[src/rtl/prseq_pkg.sv]
`timescale 1ns/1ps
// Shared types for the reconfiguration handshake sequencer.
// Assumes: one state per handshake step; poll verdicts are 2-bit.
package prseq_pkg;

    typedef enum logic [4:0] {
        S_IDLE, S_PINS, S_OVR, S_B1GO, S_B1WT, S_REQ, S_B2GO, S_B2WT,
        S_RDY, S_STRM, S_PDN, S_DROP, S_B3GO, S_B3WT, S_CFGOFF, S_CSOFF,
        S_OVROFF, S_FINAL
    } seq_st_e;

    typedef enum logic [1:0] {
        PV_WAIT, PV_HIT, PV_ERR, PV_TMO
    } poll_v_e;

    localparam logic [1:0] RES_OK    = 2'd0;
    localparam logic [1:0] RES_REJ   = 2'd1;
    localparam logic [1:0] RES_PRERR = 2'd2;
    localparam logic [1:0] RES_TMO   = 2'd3;

endpackage

[src/rtl/prseq_gate.sv]
`timescale 1ns/1ps
// Start gate and final pin check, both purely combinational.
// Assumes: mode-select values 0 and 1 are the only passive parallel modes.
module prseq_gate #(
    parameter int MODE_W = 3
) (
    input  logic [MODE_W-1:0] mode_i,
    input  logic              ncfg_i,
    input  logic              nstat_i,
    input  logic              um_i,
    input  logic              cd_i,
    output logic              start_ok_o,
    output logic              final_ok_o
);

    logic mode_ok;

    // Accept only the two passive parallel strap values.
    always_comb mode_ok = (mode_i[MODE_W-1:1] == '0);

    // Start needs a legal mode and both config pins released.
    always_comb start_ok_o = mode_ok && ncfg_i && nstat_i;

    // Clean finish needs user mode, CONF_DONE and nSTATUS high.
    always_comb final_ok_o = um_i && cd_i && nstat_i;

endmodule

[src/rtl/prseq_poll.sv]
`timescale 1ns/1ps
// Bounded poll window: one sample per cycle while active, at most POLLS
// samples. Error wins over hit; no hit by the last sample gives timeout.
// Assumes: active drops for at least one cycle between two windows.
module prseq_poll
    import prseq_pkg::*;
#(
    parameter int POLLS = 10
) (
    input  logic    clk,
    input  logic    rst_n,
    input  logic    active_i,
    input  logic    hit_i,
    input  logic    err_i,
    output poll_v_e verdict_o
);

    localparam int CW = $clog2(POLLS + 1);

    logic [CW-1:0] cnt_q;

    // Verdict for the sample taken in this cycle.
    always_comb begin
        if (!active_i)                          verdict_o = PV_WAIT;
        else if (err_i)                         verdict_o = PV_ERR;
        else if (hit_i)                         verdict_o = PV_HIT;
        else if (cnt_q == CW'(POLLS - 1))       verdict_o = PV_TMO;
        else                                    verdict_o = PV_WAIT;
    end

    // Sample counter, restarted whenever the window is closed or decided.
    always_ff @(posedge clk) begin
        if (!rst_n || !active_i || verdict_o != PV_WAIT)
            cnt_q <= '0;
        else
            cnt_q <= cnt_q + 1'b1;
    end

endmodule

[src/rtl/prcfg_seq.sv]
`timescale 1ns/1ps
// Partial reconfiguration handshake sequencer (top).
// Walks a fixed bring-up order, runs two clock bursts around the request,
// polls for ready, opens the data window, polls for done and tears down in
// a fixed order. Failures in either wait still run the full tear-down.
// Assumes: the burst generator holds its done flag until cleared.
module prcfg_seq
    import prseq_pkg::*;
#(
    parameter  int MODE_W     = 3,
    parameter  int SHORT_CLKS = 256,
    parameter  int LONG_CLKS  = 2047,
    parameter  int POLLS      = 10,
    localparam int LEN_W      = $clog2(LONG_CLKS + 1)
) (
    input  logic              clk,
    input  logic              rst_n,
    input  logic              start_i,
    input  logic              data_done_i,
    input  logic [MODE_W-1:0] mode_sel_i,
    input  logic              ncfg_pin_i,
    input  logic              nstat_pin_i,
    input  logic              cdone_pin_i,
    input  logic              user_mode_i,
    input  logic              pr_ready_i,
    input  logic              pr_done_i,
    input  logic              pr_error_i,
    input  logic              burst_done_i,
    output logic              cs_en_o,
    output logic              cfg_ctrl_o,
    output logic              pin_rel_o,
    output logic              strm_ovr_o,
    output logic              pr_req_o,
    output logic              burst_go_o,
    output logic [LEN_W-1:0]  burst_len_o,
    output logic              burst_clr_o,
    output logic              stream_go_o,
    output logic              done_o,
    output logic [1:0]        result_o
);

    seq_st_e    state_q;
    poll_v_e    verdict;
    logic       start_ok, final_ok;
    logic       poll_act, poll_hit;
    logic [1:0] err_q;

    prseq_gate #(.MODE_W(MODE_W)) gate_i (
        .mode_i     (mode_sel_i),
        .ncfg_i     (ncfg_pin_i),
        .nstat_i    (nstat_pin_i),
        .um_i       (user_mode_i),
        .cd_i       (cdone_pin_i),
        .start_ok_o (start_ok),
        .final_ok_o (final_ok)
    );

    // Poll window is open in the ready wait and the done wait.
    always_comb begin
        poll_act = (state_q == S_RDY) || (state_q == S_PDN);
        poll_hit = (state_q == S_RDY) ? pr_ready_i : pr_done_i;
    end

    prseq_poll #(.POLLS(POLLS)) poll_i (
        .clk       (clk),
        .rst_n     (rst_n),
        .active_i  (poll_act),
        .hit_i     (poll_hit),
        .err_i     (pr_error_i),
        .verdict_o (verdict)
    );

    // Data window flag follows the streaming state.
    always_comb stream_go_o = (state_q == S_STRM);

    // Step sequencer: each state performs one action and advances.
    always_ff @(posedge clk) begin
        if (!rst_n) begin
            state_q     <= S_IDLE;
            cs_en_o     <= 1'b0;
            cfg_ctrl_o  <= 1'b0;
            pin_rel_o   <= 1'b0;
            strm_ovr_o  <= 1'b0;
            pr_req_o    <= 1'b0;
            burst_go_o  <= 1'b0;
            burst_len_o <= '0;
            burst_clr_o <= 1'b0;
            done_o      <= 1'b0;
            result_o    <= RES_OK;
            err_q       <= RES_OK;
        end else begin
            burst_go_o  <= 1'b0;
            burst_clr_o <= 1'b0;
            done_o      <= 1'b0;
            unique case (state_q)
                S_IDLE: if (start_i) begin
                    if (start_ok) begin
                        cs_en_o    <= 1'b1;
                        cfg_ctrl_o <= 1'b1;
                        err_q      <= RES_OK;
                        state_q    <= S_PINS;
                    end else begin
                        result_o <= RES_REJ;
                        done_o   <= 1'b1;
                    end
                end
                S_PINS: begin
                    pin_rel_o <= 1'b1;
                    state_q   <= S_OVR;
                end
                S_OVR: begin
                    strm_ovr_o <= 1'b1;
                    state_q    <= S_B1GO;
                end
                S_B1GO: begin
                    burst_go_o  <= 1'b1;
                    burst_len_o <= LEN_W'(SHORT_CLKS);
                    state_q     <= S_B1WT;
                end
                S_B1WT: if (burst_done_i) begin
                    burst_clr_o <= 1'b1;
                    state_q     <= S_REQ;
                end
                S_REQ: begin
                    pr_req_o <= 1'b1;
                    state_q  <= S_B2GO;
                end
                S_B2GO: begin
                    burst_go_o  <= 1'b1;
                    burst_len_o <= LEN_W'(LONG_CLKS);
                    state_q     <= S_B2WT;
                end
                S_B2WT: if (burst_done_i) begin
                    burst_clr_o <= 1'b1;
                    state_q     <= S_RDY;
                end
                S_RDY: begin
                    if (verdict == PV_HIT) state_q <= S_STRM;
                    else if (verdict == PV_ERR) begin
                        err_q   <= RES_PRERR;
                        state_q <= S_DROP;
                    end else if (verdict == PV_TMO) begin
                        err_q   <= RES_TMO;
                        state_q <= S_DROP;
                    end
                end
                S_STRM: if (data_done_i) state_q <= S_PDN;
                S_PDN: begin
                    if (verdict == PV_HIT) state_q <= S_DROP;
                    else if (verdict == PV_ERR) begin
                        err_q   <= RES_PRERR;
                        state_q <= S_DROP;
                    end else if (verdict == PV_TMO) begin
                        err_q   <= RES_TMO;
                        state_q <= S_DROP;
                    end
                end
                S_DROP: begin
                    pr_req_o <= 1'b0;
                    state_q  <= S_B3GO;
                end
                S_B3GO: begin
                    burst_go_o  <= 1'b1;
                    burst_len_o <= LEN_W'(SHORT_CLKS);
                    state_q     <= S_B3WT;
                end
                S_B3WT: if (burst_done_i) begin
                    burst_clr_o <= 1'b1;
                    state_q     <= S_CFGOFF;
                end
                S_CFGOFF: begin
                    cfg_ctrl_o <= 1'b0;
                    state_q    <= S_CSOFF;
                end
                S_CSOFF: begin
                    cs_en_o <= 1'b0;
                    state_q <= S_OVROFF;
                end
                S_OVROFF: begin
                    strm_ovr_o <= 1'b0;
                    state_q    <= S_FINAL;
                end
                S_FINAL: begin
                    done_o   <= 1'b1;
                    result_o <= (err_q != RES_OK) ? err_q :
                                (final_ok ? RES_OK : RES_TMO);
                    state_q  <= S_IDLE;
                end
                default: state_q <= S_IDLE;
            endcase
        end
    end

endmodule

[config.mk]
export PLATFORM = sky130hd
export DESIGN_NAME = prcfg_seq
export DESIGN_NICKNAME = d
export VERILOG_FILES = /design/src/rtl/prseq_pkg.sv /design/src/rtl/prseq_gate.sv /design/src/rtl/prseq_poll.sv /design/src/rtl/prcfg_seq.sv
export SDC_FILE = /design/constraint.sdc
export NUM_CORES = 1
export LEC_CHECK = 0
export ABC_AREA = 1
export CAP_MARGIN = 20
export CORE_MARGIN = 2
export CORE_UTILIZATION = 51
export DETAILED_ROUTE_END_ITERATION = 8
export PLACE_DENSITY = 0.85
export SLEW_MARGIN = 25
export SYNTH_ARGS = -nofsm -noshare
export SYNTH_HDL_FRONTEND = slang
export SYNTH_SLANG_ARGS = --single-unit
[constraint.sdc]
create_clock -name clk -period 2.91 [get_ports clk]
set_input_delay 0.582 -clock clk [delete_from_list [all_inputs] [get_ports clk]]
set_output_delay 0.582 -clock clk [all_outputs]
set_load 0.005 [all_outputs]
==> impl_metrics.toml, run 1 <==
[grt]
grt_max_degree = 16
antenna_found_initial = 0
first_global_vias = 1120
track_usage_pct = 21.2
grt-ovfl-total = 0
grt_pass1_wl_um = 4640

[route]
drt_first_pass_iters = 4
drtAntennaViolNets = 0
drtIter0Drc = 54
drc_errors = 0
drt-total-wl_um = 2850
vias_per_cell = 5.12
wl_per_cell_um = 11.2
vias = 1300

[timing]
setup_viol = 0
fmax_ghz = 0.437
min_period_over_period_pct = 78.7
finalMaxSlewViolations = 0
setup_tns_ns = 0
clock_skew_ns = 0.00177
period_needed_ns = 2.29
worst_pin_slew_ns = 0.524
worst_slack_ns = 0.621
whs_ns = 0.470
rsz0062_at_grt = "false"
hold_violations = 0
maxSlewHeadroom_pct = 65.0

[synth]
synthArstFlopShare_pct = 0
synth_warnings = 0
synthMuxAreaShare_pct = 0
synth_simple_gate_area_share_pct = 36.4
yosys-top-cells-area = "dfxtp_1, nand2_1, nor2_1"
netlist.area_leader.share_pct = 35.1
yosysTopAreaCell = "dfxtp_1"
ys_seq_area_share_pct = 35.1
synth_edf_count = 0
syn_area_um2 = 1310
ys_types = 23
synth_compound_area_share_pct = 10.0
syn_nets = 214
avgSynthCellArea_um2 = 6.65
netlist_top_cells_count = "nand2_1, nor2_1, inv_1"
synth_most_common_cell = "nand2_1"
synth_top_flop_cell = "dfxtp_1"
synth_fa_ha_area_share_pct = 1.91
synth_top_family_by_area = "simple AND/OR/NAND/NOR gates"
postSynthCellCount = 197
synth_xor_area_share_pct = 1.34
ys_ff_latch = 23

[critical_path]
crit_path_max_incr_delay_ns = 0.49
crit_top_cell = "inv_1"
crit_type = "reg -> out"
cp_cell_sequence = "inv_1 -> nor2_4 -> nand2_1 -> inv_1 -> clkdlybuf4s50_1"
worst-path-max-fanout = 6
cp-start-kind = "flip-flop"
slowest_stage = "dfxtp_1"
crit_required_ns = 2.33
crit_path_end_kind = "primary output"
cp.arrival_ns = 1.71

[floorplanning]
die_w_um = 54.7
start_util_pct = 53.4
die_area_um2 = 2990
fp-row-count = 18
core-area_um2 = 2450
io_pins = 37
chipHeight_um = 54.7

[power]
powerDensity_nw_per_um2 = 403
power_leakage_nw = 0.726
ir_drop_mv = 0.321

[clock_tree]
h-tree-depth = 1
clock_tree.root_cell = "clkbuf_4"
clk_latency_ns = 0.32
hold_buffers = 0
post_cts_buffers = 0
cts_buffers = 3
clk_pin_slew_ns = 0.13
cts_tree = "done"
clkSinkCount = 23
cts-resized-gates = 0
clock_path_buffers = 2

[finish]
fillers = 225
multi_input_area_um2 = 651
nets = 242
syn_to_final_growth_pct = 25.1
diodes = 0
fin_util_pct = 66.8
final-seq-area_um2 = 460
drive_above_1_share_pct = 8.04

[status]
run_status = "complete, no violations"

[placement]
dp_hpwl_um = 2270
port_buffers = 35
place_congestion = 0.927
pre_cts_slack_ns = 0.930

[run]
drv_cap = 0

[min_path]
hp-class = "reg -> reg"
[final cells by class]
cell class              count  area share [%]
flip-flops and latches     23            28.1
multi-input cells         132            39.7
well taps                  30            2.29
clock inverters             1           0.305
clock buffers               3            1.37
inverters                  30            6.87
repair buffers             35            21.4
[metal layers]
metal | up-vias | GRT usage (%) | part of all wire, %
met5 | - | 0 | 0
met4 | 0 | 7.08 | 1.4
met3 | 8 | 2.73 | 6.6
met2 | 55 | 35.9 | 48
met1 | 563 | 27.5 | 43
li1 | 674 | - | -
[through the flow]
step / std cells / cell area [um2] / power [W]
finish: 254 / 1640 / 0.000660
global placement: 250 / 1610 / 0.000508
detailed placement: 250 / 1610 / 0.000511
floorplan: 197 / 1310 / 0.000452
CTS: 254 / 1640 / 0.000662
global route: 254 / 1640 / 0.000691
[layout by cell type (no fill, tap or decap)]
cell type        count
ha_1                 2
o22ai_1              2
xor2_1               1
a22oi_1              1
inv_1               26
nor3_1               5
nand2_2              3
o211ai_1             1
a21oi_2              1
nand3_2              4
inv_2                4
nor2_4               2
nor2_1              35
clkdlybuf4s50_1     35
xnor2_1              1
o21ai_0              4
nand4_1              4
clkbuf_4             3
clkinv_2             1
a21oi_1             12
nand2_1             37
a211oi_1             2
dfxtp_1             23
nand3_1             15
[state kept, by name, summed over array words and instances (netlist names)]
name          cells
burst_clr_o       1
poll_i.cnt_q      4
burst_len_o       2
result_o          2
err_q             2
cfg_ctrl_o        1
pin_rel_o         1
state_q           5
cs_en_o           1
done_o            1
burst_go_o        1
strm_ovr_o        1
pr_req_o          1
[final timing paths]
path | startpoint | slack (ns) | to | cells after the start
setup / recovery | state_q[0] | 0.62 | stream_go_o | 5
hold / removal | burst_len_o[8] | 0.47 | burst_len_o[8] | 2
setup reg to reg | state_q[4] | 1.30 | state_q[1] | 10
hold reg to reg | burst_len_o[8] | 0.47 | burst_len_o[8] | 2
[where the power goes]
part	leakage, nW	switching (W)	internal, W
combinational	0.522	0.0000867	0.0000690
clock	0.0177	0.000103	0.0000515
sequential	0.186	0.0000156	0.000334
total	0.726	0.000205	0.000455
[worst max-delay path: cells and delay by family (launching register included)]
kind                   cells  cell delay (ns)
buffers and inverters      3             0.68
flip-flops                 1             0.49
AND/OR/NAND/NOR            2             0.23
[logic make-up after synthesis]
| kind of cell | count (synthesis) |
|---|---|
| buffers and inverters | 42 |
| xor gates and xnor gates | 2 |
| and+or+nand+nor | 105 |
| DFF | 23 |
| adders and majority gates | 2 |
| AOI/OAI and AO/OA | 23 |
Note: power is estimated with default switching activity, not from simulation.
==> run 2, diff against run 1 <==
--- a/config.mk
+++ b/config.mk
@@ -8,9 +8,9 @@
 export ABC_AREA = 1
 export CAP_MARGIN = 20
 export CORE_MARGIN = 2
-export CORE_UTILIZATION = 51
+export CORE_UTILIZATION = 47
 export DETAILED_ROUTE_END_ITERATION = 8
-export PLACE_DENSITY = 0.85
+export PLACE_DENSITY = 0.79
 export SLEW_MARGIN = 25
 export SYNTH_ARGS = -nofsm -noshare
 export SYNTH_HDL_FRONTEND = slang
==> constraint.sdc (replaced) <==
create_clock -name clk -period 2.3 [get_ports clk]
set_input_delay 0.46 -clock clk [delete_from_list [all_inputs] [get_ports clk]]
set_output_delay 0.46 -clock clk [all_outputs]
set_load 0.005 [all_outputs]
==> run 2 against run 1 <==
Final area up 0.53%. Die area grew 7.9%. Setup slack worse by 0.49 ns. Final cell count increased by 0.79%. Critical path depth unchanged. Hold slack gained 0.0074 ns. Sequential power grew 26%. Global-route usage down 2.0 points. Utilization is 6.0 points lower. Clock skew barely moved.
==> impl_metrics.toml, run 2 (synthesis gave the netlist of run 1 again) <==
[route]
drt-total-wl_um = 2950
drt_first_pass_iters = 4
vias_per_cell = 5.13
drtIter0Drc = 35
wl_per_cell_um = 11.5
drtAntennaViolNets = 0
vias = 1314
drc_errors = 0

[run]
drv_cap = 0

[timing]
clock_skew_ns = 0.00198
finalMaxSlewViolations = 0
setup_viol = 0
min_period_over_period_pct = 94.5
maxSlewHeadroom_pct = 65.7
rsz0062_at_grt = "false"
period_needed_ns = 2.17
hold_violations = 0
setup_tns_ns = 0
fmax_ghz = 0.460
worst_pin_slew_ns = 0.515

[power]
ir_drop_mv = 0.511
powerDensity_nw_per_um2 = 510
power_leakage_nw = 0.731

[critical_path]
cp.arrival_ns = 1.71
cp-start-kind = "flip-flop"
r2r_slack_ns = 0.72
worst-path-max-fanout = 6
crit_required_ns = 1.84
crit_type = "reg -> out"
crit_path_end_kind = "primary output"

[placement]
place_congestion = 0.943
dp.cells = 252
port_buffers = 35
dp_hpwl_um = 2260

[finish]
final_cell_mix = "nand2_1, nor2_1, clkdlybuf4s50_1, inv_1, dfxtp_1"
stdcell_count = 256
largestRegisters = "state_q: 5 flops, poll_i.cnt_q: 4 flops"
fillers = 273
drive_above_1_share_pct = 8.44
syn_to_final_growth_pct = 25.8
nets = 243
largest_register_ffs = 5
layout_commonest_cell = "nand2_1"
diodes = 0
regMostFlops = "state_q"

[floorplanning]
start_util_pct = 48.3
die_w_um = 56.8
fp-row-count = 19
chipHeight_um = 56.8
io_pins = 37
core-area_um2 = 2710
die_area_um2 = 3230

[clock_tree]
clk_pin_slew_ns = 0.13
clk_latency_ns = 0.33
cts_tree = "done"
clock_tree.root_cell = "clkbuf_4"
cts-resized-gates = 0
h-tree-depth = 1
cts_buffers = 3
hold_buffers = 0
clkSinkCount = 23
post_cts_buffers = 0
clock_path_buffers = 2

[grt]
track_usage_pct = 19.2
first_global_vias = 1123
grt-ovfl-total = 0
grt_pass1_wl_um = 4900
antenna_found_initial = 0
grt_max_degree = 16

[status]
run_status = "complete, no violations"

[min_path]
hp-class = "reg -> reg"
[run 2: cell types whose count changed in the layout (fill, tap and decap cells not counted)]
cell   before  now
buf_4       0    1
[run 2: metrics by stage]
stage	hold WS (ns)	setup slack (ns)	utilization (%)	area [um2]	power, W
2_1_floorplan	0.433	1.06	-	1310	0.000572
3_3_place_gp	0.446	0.479	59.8	1620	0.000648
3_5_place_dp	0.456	0.450	59.8	1620	0.000650
4_1_cts	0.479	0.118	60.8	1650	0.000843
5_1_grt	0.495	0.0139	60.8	1650	0.000882
6_report	0.478	0.127	60.8	1650	0.000840
[run 2: final timing paths]
path,from,to,depth (start not counted)
max,state_q[0],stream_go_o,5
min,burst_len_o[8],burst_len_o[8],2
max reg2reg,state_q[4],state_q[1],10
min reg2reg,burst_len_o[8],burst_len_o[8],2
[run 2: metal layers]
metal | share of wire, % | vias up | global-route usage, %
met5 | 0 | - | 0
met4 | 0.85 | 0 | 3.99
met3 | 6.7 | 5 | 4.84
met2 | 47 | 43 | 32.4
met1 | 46 | 590 | 24.8
li1 | - | 676 | -
[run 2: cell type report]
| type | count | area [um2] | area share, % |
|---|---|---|---|
| Inverter | 30 | 113 | 6.83 |
| Timing Repair Buffer | 36 | 358 | 21.7 |
| Clock buffer | 3 | 22.5 | 1.37 |
| Sequential cell | 23 | 460 | 27.9 |
| Clock inverter | 1 | 5.00 | 0.304 |
| Multi-Input combinational cell | 132 | 651 | 39.5 |
| Tap cell | 31 | 38.8 | 2.35 |
[run 2: worst max-delay path, cell delays in order (launching register included)]
cell,delay (ns)
dfxtp_1,0.47
inv_1,0.14
nor2_4,0.15
nand2_1,0.09
inv_1,0.05
clkdlybuf4s50_1,0.48
[run 2: power breakdown]
group	leakage (nW)	switching [W]	internal (W)
registers	0.186	0.0000192	0.000423
clock network	0.0177	0.000132	0.0000654
logic	0.527	0.000111	0.0000885
total	0.731	0.000263	0.000577
